<file path="src/rtl/core_pwrup_pkg.sv">
package core_pwrup_pkg;
  localparam int CW_W          = 9;
  localparam int PLL_CLAMP_BIT = 8;
  localparam int PWRD_UP_BIT   = 7;
  localparam int POR_BIT       = 5;
  localparam int CORE_RST_BIT  = 4;
  localparam int L2_SLEEP_BIT  = 3;
  localparam int OUT_CLAMP_BIT = 0;
  localparam logic [7:0] RAIL_CODE = 8'hA4;

  typedef enum logic [2:0] {
    ST_IDLE, ST_RAIL, ST_L2_SET, ST_L2_CLR,
    ST_POR_ON, ST_UNCLAMP, ST_POR_OFF, ST_UP
  } step_e;

  // ceil(t_ns * clk_hz / 1e9), never below one cycle
  function automatic longint ns_to_cycles(longint t_ns, longint clk_hz);
    longint c;
    c = (t_ns * clk_hz + 64'd999_999_999) / 64'd1_000_000_000;
    return (c < 1) ? 64'd1 : c;
  endfunction

  function automatic logic [CW_W-1:0] step_word(step_e s);
    logic [CW_W-1:0] w;
    w = '0;
    unique case (s)
      ST_L2_SET:  begin w[PLL_CLAMP_BIT] = 1'b1; w[L2_SLEEP_BIT] = 1'b1; w[OUT_CLAMP_BIT] = 1'b1; end
      ST_L2_CLR:  begin w[PLL_CLAMP_BIT] = 1'b1; w[OUT_CLAMP_BIT] = 1'b1; end
      ST_POR_ON:  begin w[PLL_CLAMP_BIT] = 1'b1; w[OUT_CLAMP_BIT] = 1'b1; w[POR_BIT] = 1'b1; end
      ST_UNCLAMP: begin w[PLL_CLAMP_BIT] = 1'b1; w[POR_BIT] = 1'b1; end
      ST_POR_OFF: begin w[PLL_CLAMP_BIT] = 1'b1; end
      ST_UP:      begin w[PLL_CLAMP_BIT] = 1'b1; w[PWRD_UP_BIT] = 1'b1; end
      default:    w = '0;
    endcase
    return w;
  endfunction
endpackage

</file>
<file path="src/rtl/pwrup_wait_rom.sv">
module pwrup_wait_rom
  import core_pwrup_pkg::*;
#(
  parameter longint CLK_HZ = 200_000_000,
  parameter int     CNT_W  = 17
) (
  input  step_e            step_i,
  output logic [CNT_W-1:0] load_val_o
);
  localparam longint W_RAIL = ns_to_cycles(512_000, CLK_HZ);
  localparam longint W_L2   = ns_to_cycles(300, CLK_HZ);
  localparam longint W_POR  = ns_to_cycles(2_000, CLK_HZ);
  localparam longint W_UNCL = ns_to_cycles(2_000, CLK_HZ);
  localparam longint W_REL  = ns_to_cycles(100_000, CLK_HZ);

  // load value is hold length minus one
  always_comb begin
    unique case (step_i)
      ST_RAIL:    load_val_o = CNT_W'(W_RAIL - 1);
      ST_L2_CLR:  load_val_o = CNT_W'(W_L2 - 1);
      ST_POR_ON:  load_val_o = CNT_W'(W_POR - 1);
      ST_UNCLAMP: load_val_o = CNT_W'(W_UNCL - 1);
      ST_POR_OFF: load_val_o = CNT_W'(W_REL - 1);
      default:    load_val_o = '0;
    endcase
  end
endmodule

</file>
<file path="src/rtl/pwrup_timer.sv">
module pwrup_timer #(
  parameter int CNT_W = 17
) (
  input  logic             clk_i,
  input  logic             rst_ni,
  input  logic             load_i,
  input  logic [CNT_W-1:0] load_val_i,
  output logic             zero_o
);
  logic [CNT_W-1:0] cnt_q;

  always_ff @(posedge clk_i or negedge rst_ni) begin
    if (!rst_ni)              cnt_q <= '0;
    else if (load_i)          cnt_q <= load_val_i;
    else if (cnt_q != '0)     cnt_q <= cnt_q - 1'b1;
  end

  assign zero_o = (cnt_q == '0);


  zero_sticky_chk: assert property (@(posedge clk_i) disable iff (!rst_ni)
    (zero_o && !load_i) |=> zero_o);
endmodule

</file>
<file path="src/rtl/core_pwrup_seq.sv">
module core_pwrup_seq
  import core_pwrup_pkg::*;
#(
  parameter longint CLK_HZ = 200_000_000
) (
  input  logic            clk_i,
  input  logic            rst_ni,
  input  logic            start_i,
  output logic [CW_W-1:0] ctrl_o,
  output logic            rail_en_o,
  output logic [7:0]      rail_code_o,
  output logic            busy_o,
  output logic            done_o
);
  localparam longint W_MAX = ns_to_cycles(512_000, CLK_HZ);
  localparam int     CNT_W = $clog2(W_MAX + 1);

  step_e            state_q, state_d;
  logic             tmr_zero, tmr_load, done_q;
  logic [CNT_W-1:0] tmr_val;

  always_comb begin
    state_d = state_q;
    unique case (state_q)
      ST_IDLE:    if (start_i)  state_d = ST_RAIL;
      ST_RAIL:    if (tmr_zero) state_d = ST_L2_SET;
      ST_L2_SET:  if (tmr_zero) state_d = ST_L2_CLR;
      ST_L2_CLR:  if (tmr_zero) state_d = ST_POR_ON;
      ST_POR_ON:  if (tmr_zero) state_d = ST_UNCLAMP;
      ST_UNCLAMP: if (tmr_zero) state_d = ST_POR_OFF;
      ST_POR_OFF: if (tmr_zero) state_d = ST_UP;
      ST_UP:                    state_d = ST_UP;
      default:                  state_d = ST_IDLE;
    endcase
  end

  assign tmr_load = (state_d != state_q);

  pwrup_wait_rom #(.CLK_HZ(CLK_HZ), .CNT_W(CNT_W)) u_rom (
    .step_i     (state_d),
    .load_val_o (tmr_val)
  );

  pwrup_timer #(.CNT_W(CNT_W)) u_tmr (
    .clk_i      (clk_i),
    .rst_ni     (rst_ni),
    .load_i     (tmr_load),
    .load_val_i (tmr_val),
    .zero_o     (tmr_zero)
  );

  always_ff @(posedge clk_i or negedge rst_ni) begin
    if (!rst_ni) begin
      state_q <= ST_IDLE;
      done_q  <= 1'b0;
    end else begin
      state_q <= state_d;
      done_q  <= done_q | (state_q == ST_UP);
    end
  end

  assign ctrl_o      = step_word(state_q);
  assign rail_en_o   = (state_q != ST_IDLE);
  assign rail_code_o = rail_en_o ? RAIL_CODE : 8'h00;
  assign busy_o      = rail_en_o & ~done_q;
  assign done_o      = done_q;


  done_hold_chk: assert property (@(posedge clk_i) disable iff (!rst_ni)
    done_o |=> done_o);

  busy_done_excl_chk: assert property (@(posedge clk_i) disable iff (!rst_ni)
    !(busy_o && done_o));

  rail_first_chk: assert property (@(posedge clk_i) disable iff (!rst_ni)
    (ctrl_o != '0) |-> rail_en_o);

  clamp_under_por_chk: assert property (@(posedge clk_i) disable iff (!rst_ni)
    $fell(ctrl_o[OUT_CLAMP_BIT]) |-> ctrl_o[POR_BIT]);

  pwrup_after_release_chk: assert property (@(posedge clk_i) disable iff (!rst_ni)
    $rose(ctrl_o[PWRD_UP_BIT]) |-> (!ctrl_o[POR_BIT] && !ctrl_o[OUT_CLAMP_BIT]));

  start_after_done_chk: assert property (@(posedge clk_i) disable iff (!rst_ni)
    (done_o && start_i) |=> ($stable(ctrl_o) && done_o));

  core_rst_low_chk: assert property (@(posedge clk_i) disable iff (!rst_ni)
    !ctrl_o[CORE_RST_BIT]);
endmodule

</file>
<file path="config.mk">
export PLATFORM = sky130hd
export DESIGN_NAME = core_pwrup_seq
export DESIGN_NICKNAME = d
export VERILOG_FILES = /design/src/rtl/core_pwrup_pkg.sv /design/src/rtl/pwrup_wait_rom.sv /design/src/rtl/pwrup_timer.sv /design/src/rtl/core_pwrup_seq.sv
export SDC_FILE = /design/constraint.sdc
export NUM_CORES = 1
export LEC_CHECK = 0
export ABC_AREA = 1
export BUFFER_PORTS_ARGS = -buffer_cell sky130_fd_sc_hd__buf_2
export CAP_MARGIN = 20
export CORE_ASPECT_RATIO = 1.25
export CORE_MARGIN = 2
export CORE_UTILIZATION = 60
export CTS_BUF_LIST = sky130_fd_sc_hd__clkbuf_8
export CTS_CLUSTER_DIAMETER = 200
export DETAILED_ROUTE_END_ITERATION = 8
export GPL_TIMING_DRIVEN = 0
export PLACE_DENSITY = 0.83
export SYNTH_ARGS = -nofsm -noshare
export SYNTH_HDL_FRONTEND = slang
export SYNTH_SLANG_ARGS = --single-unit
</file>
<file path="constraint.sdc">
create_clock -name clk_i -period 5.9 [get_ports clk_i]
set_input_delay 0.59 -clock clk_i [delete_from_list [all_inputs] [get_ports clk_i]]
set_output_delay 0.59 -clock clk_i [all_outputs]
set_load 0.03 [all_outputs]
</file>
Word level (Yosys, flattened, before mapping)
Cells that the tools add are included.
{"block": "totals", "register_bits": 21, "input_bits": 3, "out_inout_bits": 20, "elab_cells": 46}
{"block": "classes", "addsub": 1, "n_eq_ne": 13, "mux": 17, "bitwise_logic": 3, "n_reduce_logical": 9}
{"operator": "one-hot mux 17 bit (4 select lines)", "n": 1}
{"operator": "2-to-1 mux 17 bit", "n": 2}
{"operator": "one-hot mux 3 bit (8 select lines)", "n": 1}
{"operator": "equality test 3 bit, second input constant", "n": 7}
{"operator": "2-to-1 mux 3 bit", "n": 7}
{"operator": "logical NOT 17 bit", "n": 1}
{"operator": "nonzero test 17 bit", "n": 1}
{"operator": "subtractor 17 x 1 -> 17 bit, second input constant", "n": 1}
{"operator": "equality test 3 x 2 -> 1 bit, second input constant", "n": 3}
{"operator": "2-to-1 mux 8 bit", "n": 1}
{"operator": "equality test 3 x 1 -> 1 bit, second input constant", "n": 2}
{"operator": "OR reduction 6 bit", "n": 1}
{"operator": "2-to-1 mux 1 bit", "n": 5}
{"operator": "OR reduction 2 bit", "n": 2}
{"operator": "logical NOT 3 bit", "n": 1}
{"operator": "inequality test 3 bit", "n": 1}
{"operator": "nonzero test 3 bit", "n": 1}
{"operator": "OR reduction 3 bit", "n": 1}
{"operator": "nonzero test 2 bit", "n": 1}
{"operator": "AND 1 bit", "n": 1}
{"operator": "NOT 1 bit", "n": 1}
{"operator": "bitwise OR 1 bit", "n": 1}

Longest topological paths before layout
Gate-level depths: netlist (run 1).
{"block": "depth", "word_depth": 7, "ltp_mapped": 17, "mapped_depth_nobuf": 16}

Hierarchy
Synthesis (run 1) repeated with hierarchy kept, for this count alone.
{"block": "hier_totals", "hier_cells": 243, "area_unflattened_um2": 1675.4}
{"mod": "pwrup_timer", "n_inst": 1, "cells_per_inst": 170, "area_per_inst_um2": 1181.1, "seq_area_each_um2": 425.4}
{"mod": "core_pwrup_seq", "n_inst": 1, "cells_per_inst": 47, "area_per_inst_um2": 351.6, "seq_area_each_um2": 100.1}
{"mod": "pwrup_wait_rom", "n_inst": 1, "cells_per_inst": 26, "area_per_inst_um2": 142.6, "seq_area_each_um2": 0.0}

Least setup slack after synthesis (run 1)
OpenSTA, ideal clock, no wires.
{"block": "synth_path", "path_kind": "register -> register", "startpoint": "register u_tmr.cnt_q[0]", "endpoint": "register u_tmr.cnt_q[11]", "setup_ns": 0.113, "arrival_ns": 1.741, "t_required_ns": 5.787, "setup_slack_ns": 4.045, "path_stages_with_launch": 17, "path_buffers": 1, "synth_period_minus_slack_ns": 1.855, "path_cell_list": "dfrtp_1 -> inv_1 -> ha_1 -> inv_1 -> nor2_1 -> nand2_1 -> nor2_4 -> nand2_4 -> inv_2 -> nand4_2 -> nand2_2 -> buf_6 -> inv_4 -> nand2_1 -> nand2_1 -> nand2_1 -> inv_1"}
{"block": "synth_via", "elab_chain_len": 7}
{"item": "start: declaration", "line_no": "pwrup_timer.sv:10", "source": "logic [CNT_W-1:0] cnt_q;"}
{"item": "start signal: assignment", "line_no": "pwrup_timer.sv:14", "source": "else if (load_i) cnt_q <= load_val_i;"}
{"item": "start signal: assignment", "line_no": "pwrup_timer.sv:15", "source": "else if (cnt_q != '0) cnt_q <= cnt_q - 1'b1;"}
{"item": "logical NOT 17 bit", "line_no": "pwrup_timer.sv:18", "source": "assign zero_o = (cnt_q == '0);"}
{"item": "2-to-1 mux 3 bit, or another cell as far along", "line_no": "core_pwrup_seq.sv:31", "source": "ST_POR_OFF: if (tmr_zero) state_d = ST_UP;"}
{"item": "one-hot mux 3 bit (8 select lines)", "line_no": "core_pwrup_seq.sv:24", "source": "unique case (state_q)"}
{"item": "equality test 3 bit", "line_no": "pwrup_wait_rom.sv:18", "source": "unique case (step_i)"}
{"item": "OR reduction 2 bit (no source line)"}
{"item": "one-hot mux 17 bit (4 select lines)", "line_no": "pwrup_wait_rom.sv:18"}
{"item": "2-to-1 mux 17 bit", "line_no": "pwrup_timer.sv:14"}
Parallel ways exist; a longest one is shown, timed or not. The select of a mux whose other input is x is not followed.
A chain may end at the register's enable or synchronous reset.

Worst setup path in the final report (run 1)
{"block": "layout_path", "startpoint": "register u_tmr.cnt_q[0]", "endpoint": "register u_tmr.cnt_q[6]"}
Same word-level chain as after synthesis.

==> results of run 1 <==
[placed cells by master (no fill, tap or decap), types with 2 or more instances in the layout]
cell and count:
o21ai_0 4, nand4_1 2, clkbuf_8 3, inv_1 33, o211ai_1 4, nor2_2 5, nand2_4 2, inv_2 2
o21ai_1 4, nand3_1 15, dfrtp_1 21, buf_2 14, buf_4 12, xor2_1 8, xnor2_1 2, conb_1 9
nor2_4 3, a21oi_1 3, ha_1 2, nor3_1 5, nand2_1 60, nor2_1 22, nand2_2 6
[cell type report]
| cell class | instances | area (sq um) |
|---|---|---|
| buffer | 14 | 106.4 |
| clock buffer | 3 | 41.29 |
| clock inverter | 1 | 5.005 |
| fill | 245 | 834.6 |
| inverter | 36 | 137.6 |
| multi-input combinational | 166 | 869.6 |
| sequential | 21 | 525.5 |
| tap | 34 | 42.54 |
| timing repair buffer | 13 | 65.06 |
[cells by family (layout without fill, tap and decap cells)]
group                      count (synthesis)  count (layout)  synth area share
xor gates and xnor gates                  10              10           0.05444
other                                      1               9          0.002331
buffers and inverters                     50              67            0.1516
muxes                                      1               1          0.006221
and+or+nand+nor                          127             127            0.3810
DFF                                       21              21            0.3266
AOI/OAI and AO/OA                         17              17           0.06221
adders and majority gates                  2               2           0.01555
[per-layer routing]
| metal | GRT usage | vias up | part of all wire |
|---|---|---|---|
| met5 | 0 | - | 0 |
| met4 | 0.1042 | 0 | 0.017 |
| met3 | 0.03589 | 11 | 0.037 |
| met2 | 0.4643 | 44 | 0.51 |
| met1 | 0.2786 | 667 | 0.43 |
| li1 | - | 741 | - |
[synth_stat cells]
| master | n | area [sq um] |
|---|---|---|
| nand2_1 | 60 | 225.2 |
| inv_1 | 33 | 123.9 |
| nor2_1 | 22 | 82.58 |
| dfrtp_1 | 21 | 525.5 |
| nand3_1 | 15 | 75.07 |
| buf_4 | 12 | 90.09 |
| xor2_1 | 8 | 70.07 |
| nand2_2 | 6 | 37.54 |
| nor2_2 | 5 | 31.28 |
| nor3_1 | 5 | 25.02 |
| o211ai_1 | 4 | 30.03 |
| o21ai_0 | 4 | 20.02 |
| o21ai_1 | 4 | 20.02 |
| a21oi_1 | 3 | 15.01 |
| nor2_4 | 3 | 33.78 |
| ha_1 | 2 | 25.02 |
| inv_2 | 2 | 7.510 |
| nand2_4 | 2 | 22.52 |
| nand4_1 | 2 | 12.51 |
| xnor2_1 | 2 | 17.52 |
| a211oi_1 | 1 | 7.510 |
| a21boi_0 | 1 | 7.510 |
| buf_2 | 1 | 5.000 |
| buf_6 | 1 | 11.26 |
| conb_1 | 1 | 3.750 |
| inv_4 | 1 | 6.260 |
| mux2i_1 | 1 | 10.01 |
| nand3_2 | 1 | 10.01 |
| nand3_4 | 1 | 17.52 |
| nand3b_1 | 1 | 7.510 |
| nand4_2 | 1 | 12.51 |
| nor3b_1 | 1 | 7.510 |
| or2_1 | 1 | 6.260 |
| or2_2 | 1 | 6.260 |
[flip-flops by register name, summed over array words and instances, names as in the netlist]
register     cells
done_o           1
state_q          3
u_tmr.cnt_q     17
[critical path: stages, from the launching register on]
cell     delay [ns]
dfrtp_1        0.37
inv_1          0.14
ha_1           0.23
inv_1          0.05
nor2_1         0.08
nand2_1        0.08
nor2_4         0.15
nand2_4        0.11
inv_2          0.11
nand4_2        0.18
nand2_2        0.16
buf_6          0.17
inv_4          0.07
nand2_1        0.06
nand2_1        0.06
nand2_1        0.06
inv_1          0.04
[report_power, final]
part	internal, uW	total [uW]	switching, uW
sequential	144	144	0
combinational	4.48	15.6	11.2
clock	47.1	96.8	49.6
[final timing paths]
check	endpoint	cells past startpoint	slack [ns]
max	u_tmr.cnt_q[6]	16	3.70
min	state_q[2]	1	0.28
max reg2reg	u_tmr.cnt_q[6]	16	3.70
min reg2reg	done_o	1	0.50
max in group asynchronous	u_tmr.cnt_q[4]	1	5.30
min in group clk_i	done_o	1	0.50
[stage by stage]
stage,hold slack (ns),total power (uW)
2_1_floorplan,0.2944,158.7
3_3_place_gp,0.4735,162.2
3_5_place_dp,0.4820,162.2
5_1_grt,0.2970,264.6
4_1_cts,0.2848,257.1
6_report,0.2755,256.2
==> impl_results.md, run 1 <==
* Fin crit share at 0.3725
* Global-route wire length before repair at 5.678 mm
* Critical path arrival at 2.36 ns
* Hold Crit Class: primary input to asynchronous set/reset pin
* Worst setup path start: u_tmr.cnt_q[0]
* Peak VDD IR at 0.00009110 V
* Final WS setup at 3.702 ns
* Worst-path clk slew at 0.08 ns
* Synth Area per Inst at 7.026 sq um
* Post-synthesis sequential area ratio at 0.3266
* CP Launch Type: flip-flop
* CTS Buf Count at 3
* Critical path fanouts, max at 10
* DR pass1 iterations at 4
* N_diodes at 0
* Max frequency at 0.4550 GHz
* CTS tree: yes
* Setup violators final at 0
* Iteration-0 DRC count of the detailed router at 49
* Post-Synthesis Cells at 229
* DIE WIDTH at 50.32 um
* Clock Sinks at 21
* Worst slew margin at 0.6709
* Max Root-Sink Buffers at 2
* Worst EP required at 6.06 ns
* Post-Syn Area at 1609 sq um
* Total setup buffers inserted after CTS at 0
* Placed cell count at 284
* Pre-CTS WS at 3.732 ns
* Final Skew at 0.003525 ns
* Post-layout min period at 2.198 ns
* Critical Path Sink Type: flip-flop
* Global Route Usage Sum at 0.2452
* Setup tns final at 0 ns
* Vias at 1463
* GPL Wtd Cong at 0.9051
* Dpl hpwl at 2.753 mm
* RSZ-0062 raised after global routing: no
* Largest net degree at the start of global routing at 22
* Initial core utilization at 0.6124
* Register bit total from synthesis at 21
* NumNets Final at 260
* YS warnings at 0
* Post-Layout Cell Count at 288
* Critical path type: flip-flop to flip-flop
* Root buf cell: clkbuf_8
* Routed Antenna Nets at 0
* Average routed wire per standard cell at 12.25 um
* Outcome: finished clean
* Wirelength, routed at 3.529 mm
* Synthesis-to-layout area growth at 11.43%
* Leak Pwr at 0.0009600 uW
* Core ar. at 2628 sq um
* PD cells at 142.9 nW/um^2
* Hold_buf cts at 0
* Clock Latency Late Sink at 0.26 ns
* Final Core Density at 0.6824
* Initial antenna violation count at 0
* H-tree levels at 1
* Design Area, Final at 1793 sq um
* GRT overflow at 0
* Hold Fails Final Rpt at 0
* Die ar. at 3115 sq um
* I/O Pins at 23
* Fin. max-slew vios at 0
* Maximum Capacitance Violations at 0
* Number of port buffers at 13
* Worst r2r src: u_tmr.cnt_q[0]
* Vias/cell at 5.080
* Actual slew at the worst max-slew pin at 0.4899 ns
* Post-cts repair resize count at 0
* Share of layout cells above drive strength 1 at 0.2126
* Die extent in y at 61.90 um
* Drt drc at 0
* Cell variety after synth at 34
* Vias in the first global route at 1319
* Row cnt at 21
* Placed cell areas at 1747 sq um
Power figures use the tool's default switching activity.
==> run 2, diff against run 1 <==
Settings changed: ABC_AREA 1 to 0, CORE_UTILIZATION 60 to 53, PLACE_DENSITY 0.83 to 0.78.
Clock period 5.9 ns to 1.9 ns, I/O delays scaled along.
==> impl_results.md, run 2 <==
* Outcome: finished with violations
* Violated checks: negative setup slack
* Post-layout min period at 1.982 ns (-0.2162 ns)
* Commonest cells after routing, fill and taps aside: 25 x buf_4, 20 x dfrtp_1, 17 x nor2_1
* Row cnt at 21 (unchanged)
* I/O Pins at 23 (unchanged)
* N_diodes at 0 (unchanged)
* GR Layer Usage met2 at 0.5000 (+0.03571)
* DIE WIDTH at 51.88 um (+3.1%)
* Clock Sinks at 21 (unchanged)
* Synth Area per Inst at 8.780 sq um (+25%)
* RSZ-0062 raised after global routing: yes
* Share of layout cells above drive strength 1 at 0.3879 (+0.1753)
* H-tree levels at 1 (unchanged)
* Die extent in y at 63.86 um (+3.2%)
* Maximum Capacitance Violations at 0 (unchanged)
* Post-Synthesis Cells at 173 (-24%)
* Fin crit share at 1.043 (+0.6704)
* YS warnings at 0 (unchanged)
* Routed Antenna Nets at 0 (unchanged)
* Critical path type: flip-flop to flip-flop
* Leak Pwr at 0.0008728 uW (-9.1%)
* Hold Fails Final Rpt at 0 (unchanged)
* Critical path arrival at 2.16 ns (-0.20 ns)
* Worst-path clk slew at 0.08 ns (about the same)
* Number of enable flip-flop cells after synthesis at 0 (unchanged)
* Most numerous cell in the Yosys netlist: dfrtp_1
* Yosys top cell by area: dfrtp_1
* PD cells at 424.7 nW/um^2 (+200%)
* Max frequency at 0.5047 GHz (+11%)
* Ys async rst share at 1.000 (unchanged)
* DR pass1 iterations at 5 (+1)
* Critical path fanouts, max at 8 (-2)
* Iteration-0 DRC count of the detailed router at 69 (+41%)
* Cell variety after synth at 47 (+38%)
* Tightest hold margin at 0.3499 ns (+0.07433 ns)
* Vias at 1535 (+4.9%)
* Top-area cell type share of the netlist area at 0.3460 (+0.01937)
* Synth Area in XOR/XNOR at 0.06343 (+0.008994)
* Post-synthesis sequential area ratio at 0.3460 (+0.01937)
* Largest family of logic cells by synthesized area: simple AND/OR/NAND/NOR gates
* Max Root-Sink Buffers at 2 (unchanged)
* Number of port buffers at 13 (unchanged)
* Compound-gate portion of the synthesized area at 0.1870 (+0.1248)
* Peak VDD IR at 0.0004062 V (+350%)
* Vias/cell at 6.190 (+22%)
* Die ar. at 3313 sq um (+6.4%)
* Post-Syn Area at 1519 sq um (-5.6%)
* Fin. max-slew vios at 0 (unchanged)
* Met1 Use GR at 0.3585 (+0.07993)
* R2r setup slk at -0.08 ns (-3.78 ns)
* Initial antenna violation count at 0 (unchanged)
* Adder-Cell Fraction of Synth Area at 0.01647 (+0.0009224)
* CTS Buf Count at 3 (unchanged)
* Post-synth top flop: dfrtp_1
* Core ar. at 2706 sq um (+3.0%)
* Max reg flops at 17 (unchanged)
* Worst EP required at 2.08 ns (-3.98 ns)
* Initial core utilization at 0.5613 (-0.05112)
* Critical Path Sink Type: flip-flop
* Setup violators final at 12 (+12)
* Top post-synthesis cells by count: 21 x dfrtp_1, 19 x nor2_1, 15 x nand2_1
* Actual slew at the worst max-slew pin at 0.5621 ns (+0.07223 ns)
* GRT overflow at 0 (unchanged)
* Met3 Track Usage GR at 0.03738 (+0.001498)
* Drt drc at 0 (unchanged)
* Post-synthesis mux area share at 0 (-0.006221)
* Final Skew at 0.004929 ns (+0.001405 ns)
* Register bit total from synthesis at 21 (unchanged)
* Simple-gate share of the synthesized area at 0.2842 (-0.09684)
* Root buf cell: clkbuf_8
* Hold Crit Class: primary input to flip-flop
* Largest cells by area after synthesis: dfrtp_1 35%, buf_4 5.9%, nor2_1 4.7%
* Clock Latency Late Sink at 0.27 ns (about the same)
* Vias in the first global route at 1526 (+16%)
* GPL Wtd Cong at 0.9009 (-0.46%)
* Pre-CTS WS at -0.1764 ns (-3.908 ns)
* NumNets Final at 220 (-15%)
* CTS tree: yes
* Synthesis-to-layout area growth at 28.67%
* Wirelength, routed at 4.492 mm (+27%)
* Largest net degree at the start of global routing at 22 (unchanged)
* Global Route Usage Sum at 0.2982 (+0.05301)
* Final WS setup at -0.08154 ns (-3.784 ns)
* Dpl hpwl at 2.984 mm (+8.4%)
* Global-route wire length before repair at 7.403 mm (+30%)
* Reg with most FFs: u_tmr.cnt_q
* Most common library cell in the layout ignoring fill and taps: buf_4
* CP Launch Type: flip-flop
* Average routed wire per standard cell at 18.11 um (+48%)
* Worst slew margin at 0.6224 (-0.04853)
* GRT busiest layer: met2
==> run 2: cells by family after synthesis <==
kind of cell / count (synthesis)
other: 1
flip-flops: 21
AO/OA/AOI/OAI: 40
buffers and inverters: 26
AND/OR/NAND/NOR: 72
adder cells (fa/ha/maj): 2
XOR/XNOR: 11
==> run 2: path summary, 6_finish.rpt <==
| kind | startpoint | to | depth (start not counted) |
|---|---|---|---|
| worst max-delay path | u_tmr.cnt_q[0] | u_tmr.cnt_q[9] | 6 |
| worst min-delay path | start_i | state_q[0] | 3 |
| worst max register to register | u_tmr.cnt_q[0] | u_tmr.cnt_q[9] | 6 |
| worst min register to register | done_o | done_o | 1 |
| max in group asynchronous | rst_ni | u_tmr.cnt_q[2] | 2 |
| min in group asynchronous | rst_ni | u_tmr.cnt_q[6] | 2 |
==> run 2: area by class of cell <==
type	instances	area, sq um
multi-input combinational	134	978.4
fill	206	752.0
sequential	21	526.8
timing repair buffer	30	206.4
buffer	18	126.4
tap	34	42.54
clock buffer	3	41.29
inverter	7	28.78
clock inverter	1	3.754
==> run 2: stage by stage <==
stage	util	total power, uW	instance area, sq um	TNS, ns	cells
floorplan	-	513.6	1549	0	181
global placement	0.6121	528.3	1657	-1.497	228
detailed placement	0.6121	529.2	1657	-2.041	228
CTS	0.7069	821.1	1913	-0.1262	249
global route	0.7221	857.3	1954	-1.159	248
finish	0.7221	830.0	1954	-0.3999	248
==> run 2: critical path: stages, from the launching register on <==
cell	delay, ns
dfrtp_1	0.39
inv_2	0.11
ha_4	0.15
or4b_4	0.56
nor2_4	0.24
a31oi_1	0.19
o22ai_1	0.25
==> run 2: where the power goes <==
part / leakage (uW) / total [uW] / switching, uW / internal, uW
registers: 0.000244 / 455 / 5.20 / 450
logic: 0.000602 / 72.2 / 46.6 / 25.6
clock network: 0.0000269 / 303 / 158 / 145
==> run 2: metal layers <==
metal | routed length (um) | share of wire
met5 | 0 | 0
met4 | 187 | 0.042
met3 | 349 | 0.078
met2 | 2314 | 0.52
met1 | 1641 | 0.37
==> run 2: repair_timing <==
item / in CTS / in global routing
hold buffers: 1 / 0
resized for setup: 26 / 17
pin swaps: 6 / 7
cloned: 1 / 0
buffers inserted: 15 / 0
setup endpoints to repair: 21 / 20
hold endpoints to repair: 21 / 0
